==> config.mk <==
export PLATFORM = sky130hd
export DESIGN_NAME = legacy_sysctl_regs
export DESIGN_NICKNAME = d
export VERILOG_FILES = /design/src/rtl/sysctl_pkg.sv /design/src/rtl/sysctl_addr_decode.sv /design/src/rtl/sysctl_scratch.sv /design/src/rtl/sysctl_pulse_gen.sv /design/src/rtl/sysctl_read_mux.sv /design/src/rtl/legacy_sysctl_regs.sv
export SDC_FILE = /design/constraint.sdc
export NUM_CORES = 1
export LEC_CHECK = 0
export ABC_CLOCK_PERIOD_IN_PS = 3200
export BUFFER_PORTS_ARGS = -buffer_cell sky130_fd_sc_hd__buf_2
export CAP_MARGIN = 40
export CORE_MARGIN = 2
export CORE_UTILIZATION = 30
export DETAILED_ROUTE_END_ITERATION = 12
export MAX_ROUTING_LAYER = met4
export PLACE_DENSITY = 0.5
export SETUP_SLACK_MARGIN = 0.3
export SLEW_MARGIN = 0
export SYNTH_ARGS = -nofsm -noshare
export SYNTH_HDL_FRONTEND = slang
export SYNTH_SLANG_ARGS = --single-unit
==> constraint.sdc <==
create_clock -name clk -period 3.2 [get_ports clk]
set_clock_uncertainty 0.05 [all_clocks]
set_input_delay 0.16 -clock clk [delete_from_list [all_inputs] [get_ports clk]]
set_output_delay 0.16 -clock clk [all_outputs]
set_load 0.005 [all_outputs]
==> src/rtl/sysctl_pkg.sv <==
package sysctl_pkg;

  localparam int DATA_W = 8;

  // port map (16-bit I/O space)
  localparam logic [15:0] P_SPEAKER  = 16'h0061;
  localparam logic [15:0] P_CTL92    = 16'h0092;
  localparam logic [15:0] P_CPU_ID   = 16'h0800;
  localparam logic [15:0] P_BRD_FEAT = 16'h0802;
  localparam logic [15:0] P_BRD_STAT = 16'h0803;
  localparam logic [15:0] P_DISK_LED = 16'h0808;
  localparam logic [15:0] P_EQUIP    = 16'h080C;
  localparam logic [15:0] P_EXT_LCK1 = 16'h0810;
  localparam logic [15:0] P_LOCK2    = 16'h0812;
  localparam logic [15:0] P_L2_INVAL = 16'h0814;
  localparam logic [15:0] P_KEYLOCK  = 16'h0818;
  localparam logic [15:0] P_SYSCTL   = 16'h081C;
  localparam logic [15:0] P_L2_STAT  = 16'h0823;
  localparam logic [15:0] P_MAP_TYPE = 16'h0850;

  // fixed read values
  localparam logic [DATA_W-1:0] V_CPU_ID   = 8'hEF;
  localparam logic [DATA_W-1:0] V_BRD_FEAT = 8'hAD;
  localparam logic [DATA_W-1:0] V_BRD_STAT = 8'hE0;
  localparam logic [DATA_W-1:0] V_EQUIP    = 8'h3C;
  localparam logic [DATA_W-1:0] V_EXT_FEAT = 8'h39;
  localparam logic [DATA_W-1:0] V_L2_STAT  = 8'h03;
  localparam logic [DATA_W-1:0] V_MAP_TYPE = 8'h01;
  localparam logic [DATA_W-1:0] V_UNMAPPED = 8'hFF;

  // speaker port bit positions
  localparam int SPK_GATE_BIT = 0;
  localparam int SPK_EN_BIT   = 1;
  localparam int SPK_REF_BIT  = 4;
  localparam int SPK_OUT_BIT  = 5;

  // control-port-92 bits
  localparam int C92_SOFTRST_BIT = 0;
  localparam int C92_LE_BIT      = 1;
  localparam int MAP_CONTIG_BIT  = 0;

  // pulse vector positions
  localparam int PULSE_N     = 4;
  localparam int PI_SOFTRST  = 0;
  localparam int PI_LOCK1    = 1;
  localparam int PI_LOCK2    = 2;
  localparam int PI_INVAL    = 3;

  typedef enum logic [3:0] {
    RS_NONE, RS_ZERO, RS_SPK, RS_SCR, RS_CPU, RS_FEAT, RS_STAT,
    RS_EQUIP, RS_EXT, RS_CTRL, RS_L2, RS_MAP
  } rd_sel_e;

  typedef struct packed {
    logic spk;
    logic ctl92;
    logic scratch;
    logic disk_led;
    logic lock1;
    logic lock2;
    logic l2_inval;
    logic sysctl;
    logic map_type;
  } wr_hit_t;

endpackage

==> src/rtl/sysctl_addr_decode.sv <==
module sysctl_addr_decode
  import sysctl_pkg::*;
#(
  parameter int          ADDR_W        = 16,
  parameter logic [15:0] SCRATCH_BASE  = 16'h0398,
  parameter int          SCRATCH_DEPTH = 2,
  parameter int          IDX_W         = 1
) (
  input  logic [ADDR_W-1:0] addr,
  output rd_sel_e           rd_sel,
  output wr_hit_t           wr_hit,
  output logic [IDX_W-1:0]  scr_idx,
  output logic              wr_mapped
);

  logic [ADDR_W-1:0] scr_offs;
  logic              scr_hit;
  logic              id_hit;

  function automatic logic is_port(input logic [ADDR_W-1:0] a,
                                   input logic [15:0] p);
    return a == ADDR_W'(p);
  endfunction

  assign scr_offs = addr - ADDR_W'(SCRATCH_BASE);
  assign scr_hit  = (scr_offs < ADDR_W'(SCRATCH_DEPTH));
  assign scr_idx  = scr_offs[IDX_W-1:0];

  // read selection
  always_comb begin
    rd_sel = RS_NONE;
    if (scr_hit)                                 rd_sel = RS_SCR;
    else if (is_port(addr, P_SPEAKER))           rd_sel = RS_SPK;
    else if (is_port(addr, P_CTL92) ||
             is_port(addr, P_KEYLOCK))           rd_sel = RS_ZERO;
    else if (is_port(addr, P_CPU_ID))            rd_sel = RS_CPU;
    else if (is_port(addr, P_BRD_FEAT))          rd_sel = RS_FEAT;
    else if (is_port(addr, P_BRD_STAT))          rd_sel = RS_STAT;
    else if (is_port(addr, P_EQUIP))             rd_sel = RS_EQUIP;
    else if (is_port(addr, P_EXT_LCK1))          rd_sel = RS_EXT;
    else if (is_port(addr, P_SYSCTL))            rd_sel = RS_CTRL;
    else if (is_port(addr, P_L2_STAT))           rd_sel = RS_L2;
    else if (is_port(addr, P_MAP_TYPE))          rd_sel = RS_MAP;
  end

  // write targets
  always_comb begin
    wr_hit          = '0;
    wr_hit.scratch  = scr_hit;
    wr_hit.spk      = is_port(addr, P_SPEAKER);
    wr_hit.ctl92    = is_port(addr, P_CTL92);
    wr_hit.disk_led = is_port(addr, P_DISK_LED);
    wr_hit.lock1    = is_port(addr, P_EXT_LCK1);
    wr_hit.lock2    = is_port(addr, P_LOCK2);
    wr_hit.l2_inval = is_port(addr, P_L2_INVAL);
    wr_hit.sysctl   = is_port(addr, P_SYSCTL);
    wr_hit.map_type = is_port(addr, P_MAP_TYPE);
  end

  // identification ports accept writes silently
  assign id_hit = is_port(addr, P_CPU_ID) || is_port(addr, P_BRD_FEAT) ||
                  is_port(addr, P_BRD_STAT);

  assign wr_mapped = id_hit || (|wr_hit);

endmodule

==> src/rtl/sysctl_scratch.sv <==
module sysctl_scratch #(
  parameter int DEPTH  = 2,
  parameter int IDX_W  = 1,
  parameter int DATA_W = 8
) (
  input  logic              clk,
  input  logic              rst_n,
  input  logic              wr_en,
  input  logic [IDX_W-1:0]  idx,
  input  logic [DATA_W-1:0] wdata,
  output logic [DATA_W-1:0] rdata
);

  logic [DATA_W-1:0] mem_q [DEPTH];

  for (genvar g = 0; g < DEPTH; g++) begin : g_byte
    logic              ld;
    logic [DATA_W-1:0] nxt;

    assign ld  = wr_en && (idx == IDX_W'(g));
    assign nxt = ld ? wdata : mem_q[g];

    always_ff @(posedge clk or negedge rst_n) begin
      if (!rst_n) mem_q[g] <= '0;
      else        mem_q[g] <= nxt;
    end
  end

  always_comb begin
    rdata = '0;
    for (int i = 0; i < DEPTH; i++) begin
      if (idx == IDX_W'(i)) rdata = mem_q[i];
    end
  end

endmodule

==> src/rtl/sysctl_pulse_gen.sv <==
module sysctl_pulse_gen #(
  parameter int N = 4
) (
  input  logic         clk,
  input  logic         rst_n,
  input  logic [N-1:0] fire,
  output logic [N-1:0] pulse
);

  for (genvar g = 0; g < N; g++) begin : g_pulse
    logic p_nxt;
    assign p_nxt = fire[g];
    always_ff @(posedge clk or negedge rst_n) begin
      if (!rst_n) pulse[g] <= 1'b0;
      else        pulse[g] <= p_nxt;
    end
  end

endmodule

==> src/rtl/sysctl_read_mux.sv <==
module sysctl_read_mux
  import sysctl_pkg::*;
#(
  parameter int CTRL_W = 4
) (
  input  rd_sel_e           sel,
  input  logic [DATA_W-1:0] scr_byte,
  input  logic [DATA_W-1:0] spk_byte,
  input  logic [CTRL_W-1:0] ctrl_bits,
  output logic [DATA_W-1:0] rdata
);

  always_comb begin
    unique case (sel)
      RS_ZERO:  rdata = '0;
      RS_SPK:   rdata = spk_byte;
      RS_SCR:   rdata = scr_byte;
      RS_CPU:   rdata = V_CPU_ID;
      RS_FEAT:  rdata = V_BRD_FEAT;
      RS_STAT:  rdata = V_BRD_STAT;
      RS_EQUIP: rdata = V_EQUIP;
      RS_EXT:   rdata = V_EXT_FEAT;
      RS_CTRL:  rdata = {{(DATA_W-CTRL_W){1'b0}}, ctrl_bits};
      RS_L2:    rdata = V_L2_STAT;
      RS_MAP:   rdata = V_MAP_TYPE;
      default:  rdata = V_UNMAPPED;
    endcase
  end

endmodule

==> src/rtl/legacy_sysctl_regs.sv <==
module legacy_sysctl_regs
  import sysctl_pkg::*;
#(
  parameter int          ADDR_W        = 16,
  parameter logic [15:0] SCRATCH_BASE  = 16'h0398,
  parameter int          SCRATCH_DEPTH = 2,
  parameter int          CTRL_W        = 4
) (
  input  logic              clk,
  input  logic              rst_n,
  input  logic [ADDR_W-1:0] io_addr,
  input  logic              io_wr,
  input  logic              io_rd,
  input  logic [7:0]        io_wdata,
  input  logic              tmr_out2_i,
  output logic [7:0]        rd_data,
  output logic              rd_valid,
  output logic              soft_rst_pulse,
  output logic              nv_lock1_pulse,
  output logic              nv_lock2_pulse,
  output logic              cache_inv_pulse,
  output logic              disk_light,
  output logic [CTRL_W-1:0] sys_ctrl,
  output logic              spk_data_en,
  output logic              tmr_gate2,
  output logic              err_flag
);

  localparam int IDX_W = (SCRATCH_DEPTH > 1) ? $clog2(SCRATCH_DEPTH) : 1;

  // reset: asynchronous assertion, synchronous release
  logic [1:0] rst_sync_q;
  logic       rst_sync_n;

  always_ff @(posedge clk or negedge rst_n) begin
    if (!rst_n) rst_sync_q <= 2'b00;
    else        rst_sync_q <= {rst_sync_q[0], 1'b1};
  end
  assign rst_sync_n = rst_sync_q[1];

  // decode
  rd_sel_e            rd_sel;
  wr_hit_t            wr_hit;
  logic [IDX_W-1:0]   scr_idx;
  logic               wr_mapped;

  sysctl_addr_decode #(
    .ADDR_W        (ADDR_W),
    .SCRATCH_BASE  (SCRATCH_BASE),
    .SCRATCH_DEPTH (SCRATCH_DEPTH),
    .IDX_W         (IDX_W)
  ) u_dec (
    .addr      (io_addr),
    .rd_sel    (rd_sel),
    .wr_hit    (wr_hit),
    .scr_idx   (scr_idx),
    .wr_mapped (wr_mapped)
  );

  // scratch bytes
  logic [DATA_W-1:0] scr_byte;

  sysctl_scratch #(
    .DEPTH  (SCRATCH_DEPTH),
    .IDX_W  (IDX_W),
    .DATA_W (DATA_W)
  ) u_scr (
    .clk   (clk),
    .rst_n (rst_sync_n),
    .wr_en (io_wr && wr_hit.scratch),
    .idx   (scr_idx),
    .wdata (io_wdata),
    .rdata (scr_byte)
  );

  // state registers
  logic              light_q,   light_d;
  logic [CTRL_W-1:0] ctrl_q,    ctrl_d;
  logic              spk_en_q,  spk_en_d;
  logic              gate_q,    gate_d;
  logic              refresh_q, refresh_d;
  logic              err_q,     err_d;
  logic [DATA_W-1:0] rdat_q,    rdat_d;
  logic              rvld_q;

  logic              wr_err;
  logic              rd_err;
  logic [DATA_W-1:0] spk_byte;
  logic [DATA_W-1:0] mux_byte;

  always_comb begin
    spk_byte               = '0;
    spk_byte[SPK_GATE_BIT] = gate_q;
    spk_byte[SPK_EN_BIT]   = spk_en_q;
    spk_byte[SPK_REF_BIT]  = refresh_q;
    spk_byte[SPK_OUT_BIT]  = tmr_out2_i;
  end

  sysctl_read_mux #(
    .CTRL_W (CTRL_W)
  ) u_mux (
    .sel       (rd_sel),
    .scr_byte  (scr_byte),
    .spk_byte  (spk_byte),
    .ctrl_bits (ctrl_q),
    .rdata     (mux_byte)
  );

  assign wr_err = io_wr && (!wr_mapped ||
                  (wr_hit.ctl92    &&  io_wdata[C92_LE_BIT]) ||
                  (wr_hit.map_type && !io_wdata[MAP_CONTIG_BIT]));
  assign rd_err = io_rd && (rd_sel == RS_NONE);

  // next state
  always_comb begin
    light_d   = light_q;
    ctrl_d    = ctrl_q;
    spk_en_d  = spk_en_q;
    gate_d    = gate_q;
    refresh_d = refresh_q;
    rdat_d    = rdat_q;
    err_d     = err_q || wr_err || rd_err;
    if (io_wr && wr_hit.disk_led) light_d = io_wdata[0];
    if (io_wr && wr_hit.sysctl)   ctrl_d  = io_wdata[CTRL_W-1:0];
    if (io_wr && wr_hit.spk) begin
      spk_en_d = io_wdata[SPK_EN_BIT];
      gate_d   = io_wdata[SPK_GATE_BIT];
    end
    if (io_rd) begin
      rdat_d = mux_byte;
      if (rd_sel == RS_SPK) refresh_d = !refresh_q;
    end
  end

  always_ff @(posedge clk or negedge rst_sync_n) begin
    if (!rst_sync_n) begin
      light_q   <= 1'b0;
      ctrl_q    <= '0;
      spk_en_q  <= 1'b0;
      gate_q    <= 1'b0;
      refresh_q <= 1'b0;
      err_q     <= 1'b0;
      rdat_q    <= '0;
      rvld_q    <= 1'b0;
    end else begin
      light_q   <= light_d;
      ctrl_q    <= ctrl_d;
      spk_en_q  <= spk_en_d;
      gate_q    <= gate_d;
      refresh_q <= refresh_d;
      err_q     <= err_d;
      rdat_q    <= rdat_d;
      rvld_q    <= io_rd;
    end
  end

  // command pulses
  logic [PULSE_N-1:0] fire;
  logic [PULSE_N-1:0] pulse;

  always_comb begin
    fire             = '0;
    fire[PI_SOFTRST] = io_wr && wr_hit.ctl92 && io_wdata[C92_SOFTRST_BIT];
    fire[PI_LOCK1]   = io_wr && wr_hit.lock1;
    fire[PI_LOCK2]   = io_wr && wr_hit.lock2;
    fire[PI_INVAL]   = io_wr && wr_hit.l2_inval;
  end

  sysctl_pulse_gen #(
    .N (PULSE_N)
  ) u_pulse (
    .clk   (clk),
    .rst_n (rst_sync_n),
    .fire  (fire),
    .pulse (pulse)
  );

  assign rd_data         = rdat_q;
  assign rd_valid        = rvld_q;
  assign soft_rst_pulse  = pulse[PI_SOFTRST];
  assign nv_lock1_pulse  = pulse[PI_LOCK1];
  assign nv_lock2_pulse  = pulse[PI_LOCK2];
  assign cache_inv_pulse = pulse[PI_INVAL];
  assign disk_light      = light_q;
  assign sys_ctrl        = ctrl_q;
  assign spk_data_en     = spk_en_q;
  assign tmr_gate2       = gate_q;
  assign err_flag        = err_q;

endmodule

==> run metrics <==
VDD IR max=0.000140 V; pwr/cell area=329 mW/mm2; setup ws final=0.754 ns; logic gate share of total power=0.118; Hold WC Path Type=input pin to flip-flop; GPL Wtd Cong=0.902; RSZ-0062 raised after global routing=false; master of the slowest instance on the critical path=or3_1; Total Power=0.954 mW; number of remaining DRC errors=0; cts bufs inserted=5; DR vias/cell=5.32; worst-path maximum fanout=8; dpl hpwl=5030 um; Seq pwr share=0.533; setup tns final=0 ns; Sw Pwr=0.255 mW; Main synth FF type=dfrtp_1; largest net degree at the start of global routing=39; Vias=2149; DP Area=0.00280 mm2; hold depth=2; Antenna diodes=0; std cell rows=32; CTS Buffer Depth=2; Critical R2R Launch=spk_data_en$_DFFE_PN0P_; DRT Pass-1 Iters=4; Internal Power=0.699 mW; final setup fails=0; post-route ant nets=0; Post-Place Worst Slack=0.417 ns; crit-path cells=buf_2, ha_1, or3_4, or3_1, a21o_1, or3_1, nor3_4, mux2_2; worst-margin pin slew=0.697 ns; number of fill cells in the layout=842; crit-path leading delay family=simple AND/OR/NAND/NOR gates; Worst Setup End Kind=flip-flop; GRT Total Usage=0.164; Post-Syn Nets=279; placed cell count=395; vias in the first global route=2102; CTS root buf=clkbuf_8; Final Critical Period=2.45 ns; Synth Register Bits=40; DIE AREA=0.00881 mm2; M3 GR Usage=0.0281; initial antenna violation count=0; synth-to-layout area growth=19.6%; starting density of the core=0.312; Max-cap violations=0; clock share of power=0.349; Skew-Pair Late Insertion Delay=0.29 ns; H-tree Lvls=2; worst hold start=io_wdata[4]; FF-to-FF End=rd_data[1]$_DFFE_PN0P_; fin cells=404; I/O pins=50; sw frac=0.267; number of synthesized flops with an enable pin=0; grt total ovfl=0; Final Hold Fails=0; First DRT Iteration DRCs=134; Buf/Inv on CP=1; leakage=1.29 nW; Die Width=93.8 um; post-synthesis async set-or-reset flop share=1.00; chip height=93.8 um; busiest grt layer=met2; CP Data Required Time=3.33 ns; Synth Cell Area=0.00242 mm2; outcome=finished, final reports clean; Yosys top cell by area=dfrtp_1; leading post-synthesis cells by cell area=dfrtp_1, mux2_2, nor2_1; yosys warns=0; Design Area, Final=0.00290 mm2; fmax=409 MHz; Nets=331; overall routed net length=6680 um; met1 GRT Util=0.236; first-pass GRT wire length=10900 um; CP arrival=2.57 ns; Sink Count=40; Mapped Cells=249; critical path class=input pin to flip-flop; part of the cycle the worst path needs=0.764; TritonCTS clock tree=done; Slew Limit Fails=0; synth unique cells=52; crit-path max cell delay=0.45 ns; top cell type's share of synthesized area=0.413; worst hold endpoint=u_scr.mem_q[12]$_DFFE_PN0P_; synthesized area per cell=9.72 um2; Worst slew margin=0.531; Port-buffer cells=49; element type at the critical path start=input pin; mean routed wirelength per cell=16.5 um; core box area=0.00777 mm2; share of cells above drive strength 1=0.341; worst-case reg-to-reg path depth=3; GR Util met2=0.238; Top cell by count, worst path=or3_1; R2R setup slack=1.81 ns; Seq/Total Area, Yosys=0.413; number of stages on the worst setup path=8; Reg clk slew, reported paths=0.08 ns
[cells by family after synthesis]
logic type | after synthesis | share of synthesized area
muxes | 30 | 0.137
xor gates and xnor gates | 1 | 0.00362
DFF | 40 | 0.413
other | 1 | 0.00155
AOI/OAI and AO/OA | 50 | 0.153
buffers and inverters | 21 | 0.0388
and+or+nand+nor | 105 | 0.247
adders and majority gates | 1 | 0.00517
[registers in the layout, indices dropped and copies added, names as in the netlist]
| signal | flops |
|---|---|
| rst_sync_q | 2 |
| sys_ctrl | 4 |
| spk_data_en | 1 |
| err_flag | 1 |
| tmr_gate2 | 1 |
| u_scr.mem_q | 16 |
| rd_valid | 1 |
| disk_light | 1 |
| u_pulse.pulse | 4 |
| refresh_q | 1 |
| rd_data | 8 |
[worst max path at each step]
stage,startpoint,endpoint
floorplan,io_addr[3],u_scr.mem_q[0]$_DFFE_PN0P_
CTS,io_addr[3],u_scr.mem_q[11]$_DFFE_PN0P_
global placement,io_addr[3],u_scr.mem_q[4]$_DFFE_PN0P_
finish,io_addr[3],u_scr.mem_q[5]$_DFFE_PN0P_
global route,io_addr[3],u_scr.mem_q[7]$_DFFE_PN0P_
detailed placement,io_addr[3],u_scr.mem_q[11]$_DFFE_PN0P_
[Yosys cell counts (all sizes together), types with 2 or more instances]
cell / n
buf: 3
a221oi: 2
inv: 6
nor3b: 2
and3b: 2
or4: 4
or2: 2
nor4: 11
and3: 4
a31oi: 9
a22oi: 5
nand2: 15
nand4: 5
or3: 4
nand3: 10
nor4bb: 4
mux2i: 4
nor2b: 2
a2bb2oi: 2
nand2b: 2
o32ai: 2
mux2: 26
o31ai: 3
clkbuf: 12
a221o: 2
dfrtp: 40
o21ai: 4
a211oi: 3
a21oi: 5
a21o: 3
nor3: 13
nor2: 22
[placed cells by master, fill, tap and decap left out, drive strengths merged, types with 3 or more instances in the layout]
cell type  count
buf           59
dfrtp         40
mux2          26
nor2          22
nand2         15
nor3          13
nor4          11
nand3         10
a31oi          9
inv            6
a22oi          5
nand4          5
a21oi          5
clkbuf         5
o21ai          4
and3           4
or4            4
nor4bb         4
mux2i          4
or3            4
a211oi         3
a21o           3
o31ai          3
clkinv         3
[worst reg2reg max path: cells and delay by family, from the launching register on]
| family | cells | cell delay [ns] |
|---|---|---|
| AO/OA/AOI/OAI | 3 | 0.82 |
| flip-flops | 1 | 0.41 |
[power groups by stage]
stage	clock, mW	sequential, mW	combinational, mW
6_report	0.333	0.508	0.113
5_1_grt	0.371	0.508	0.126
4_1_cts	0.347	0.508	0.113
3_5_place_dp	0	0.518	0.112
3_3_place_gp	0	0.518	0.112
2_1_floorplan	0	0.525	0.0576
[routing by layer]
| layer | routed length, um | share of wire | up-vias |
|---|---|---|---|
| met5 | 0 | 0 | - |
| met4 | 76 | 0.011 | 0 |
| met3 | 282 | 0.042 | 7 |
| met2 | 2990 | 0.45 | 51 |
| met1 | 3330 | 0.50 | 1034 |
| li1 | - | - | 1057 |
[repair_timing]
item                                    4_1_cts  5_1_grt
hold buffers                                  1        0
endpoints found under the setup margin        0        0
gates resized for setup                       0        0
setup buffers                                 0        0
endpoints found under the hold margin         2        0
[area by class of cell]
type,instances,area (um2),share of cell area
Multi-Input combinational cell,188,1330,0.458
Tap cell,102,128,0.0441
Inverter,6,22.5,0.00778
Clock buffer,5,68.8,0.0238
Sequential cell,40,1000,0.346
Timing Repair Buffer,60,330,0.114
Clock inverter,3,18.8,0.00648
[through the flow]
stage                     hold WS (ns)   util
after floorplan                 -0.186      -
after global placement          -0.104  0.360
after detailed placement        -0.104  0.360
after CTS                       0.0483  0.373
after global routing            0.0452  0.373
final                           0.0536  0.373
Power figures use the tool's default switching activity.
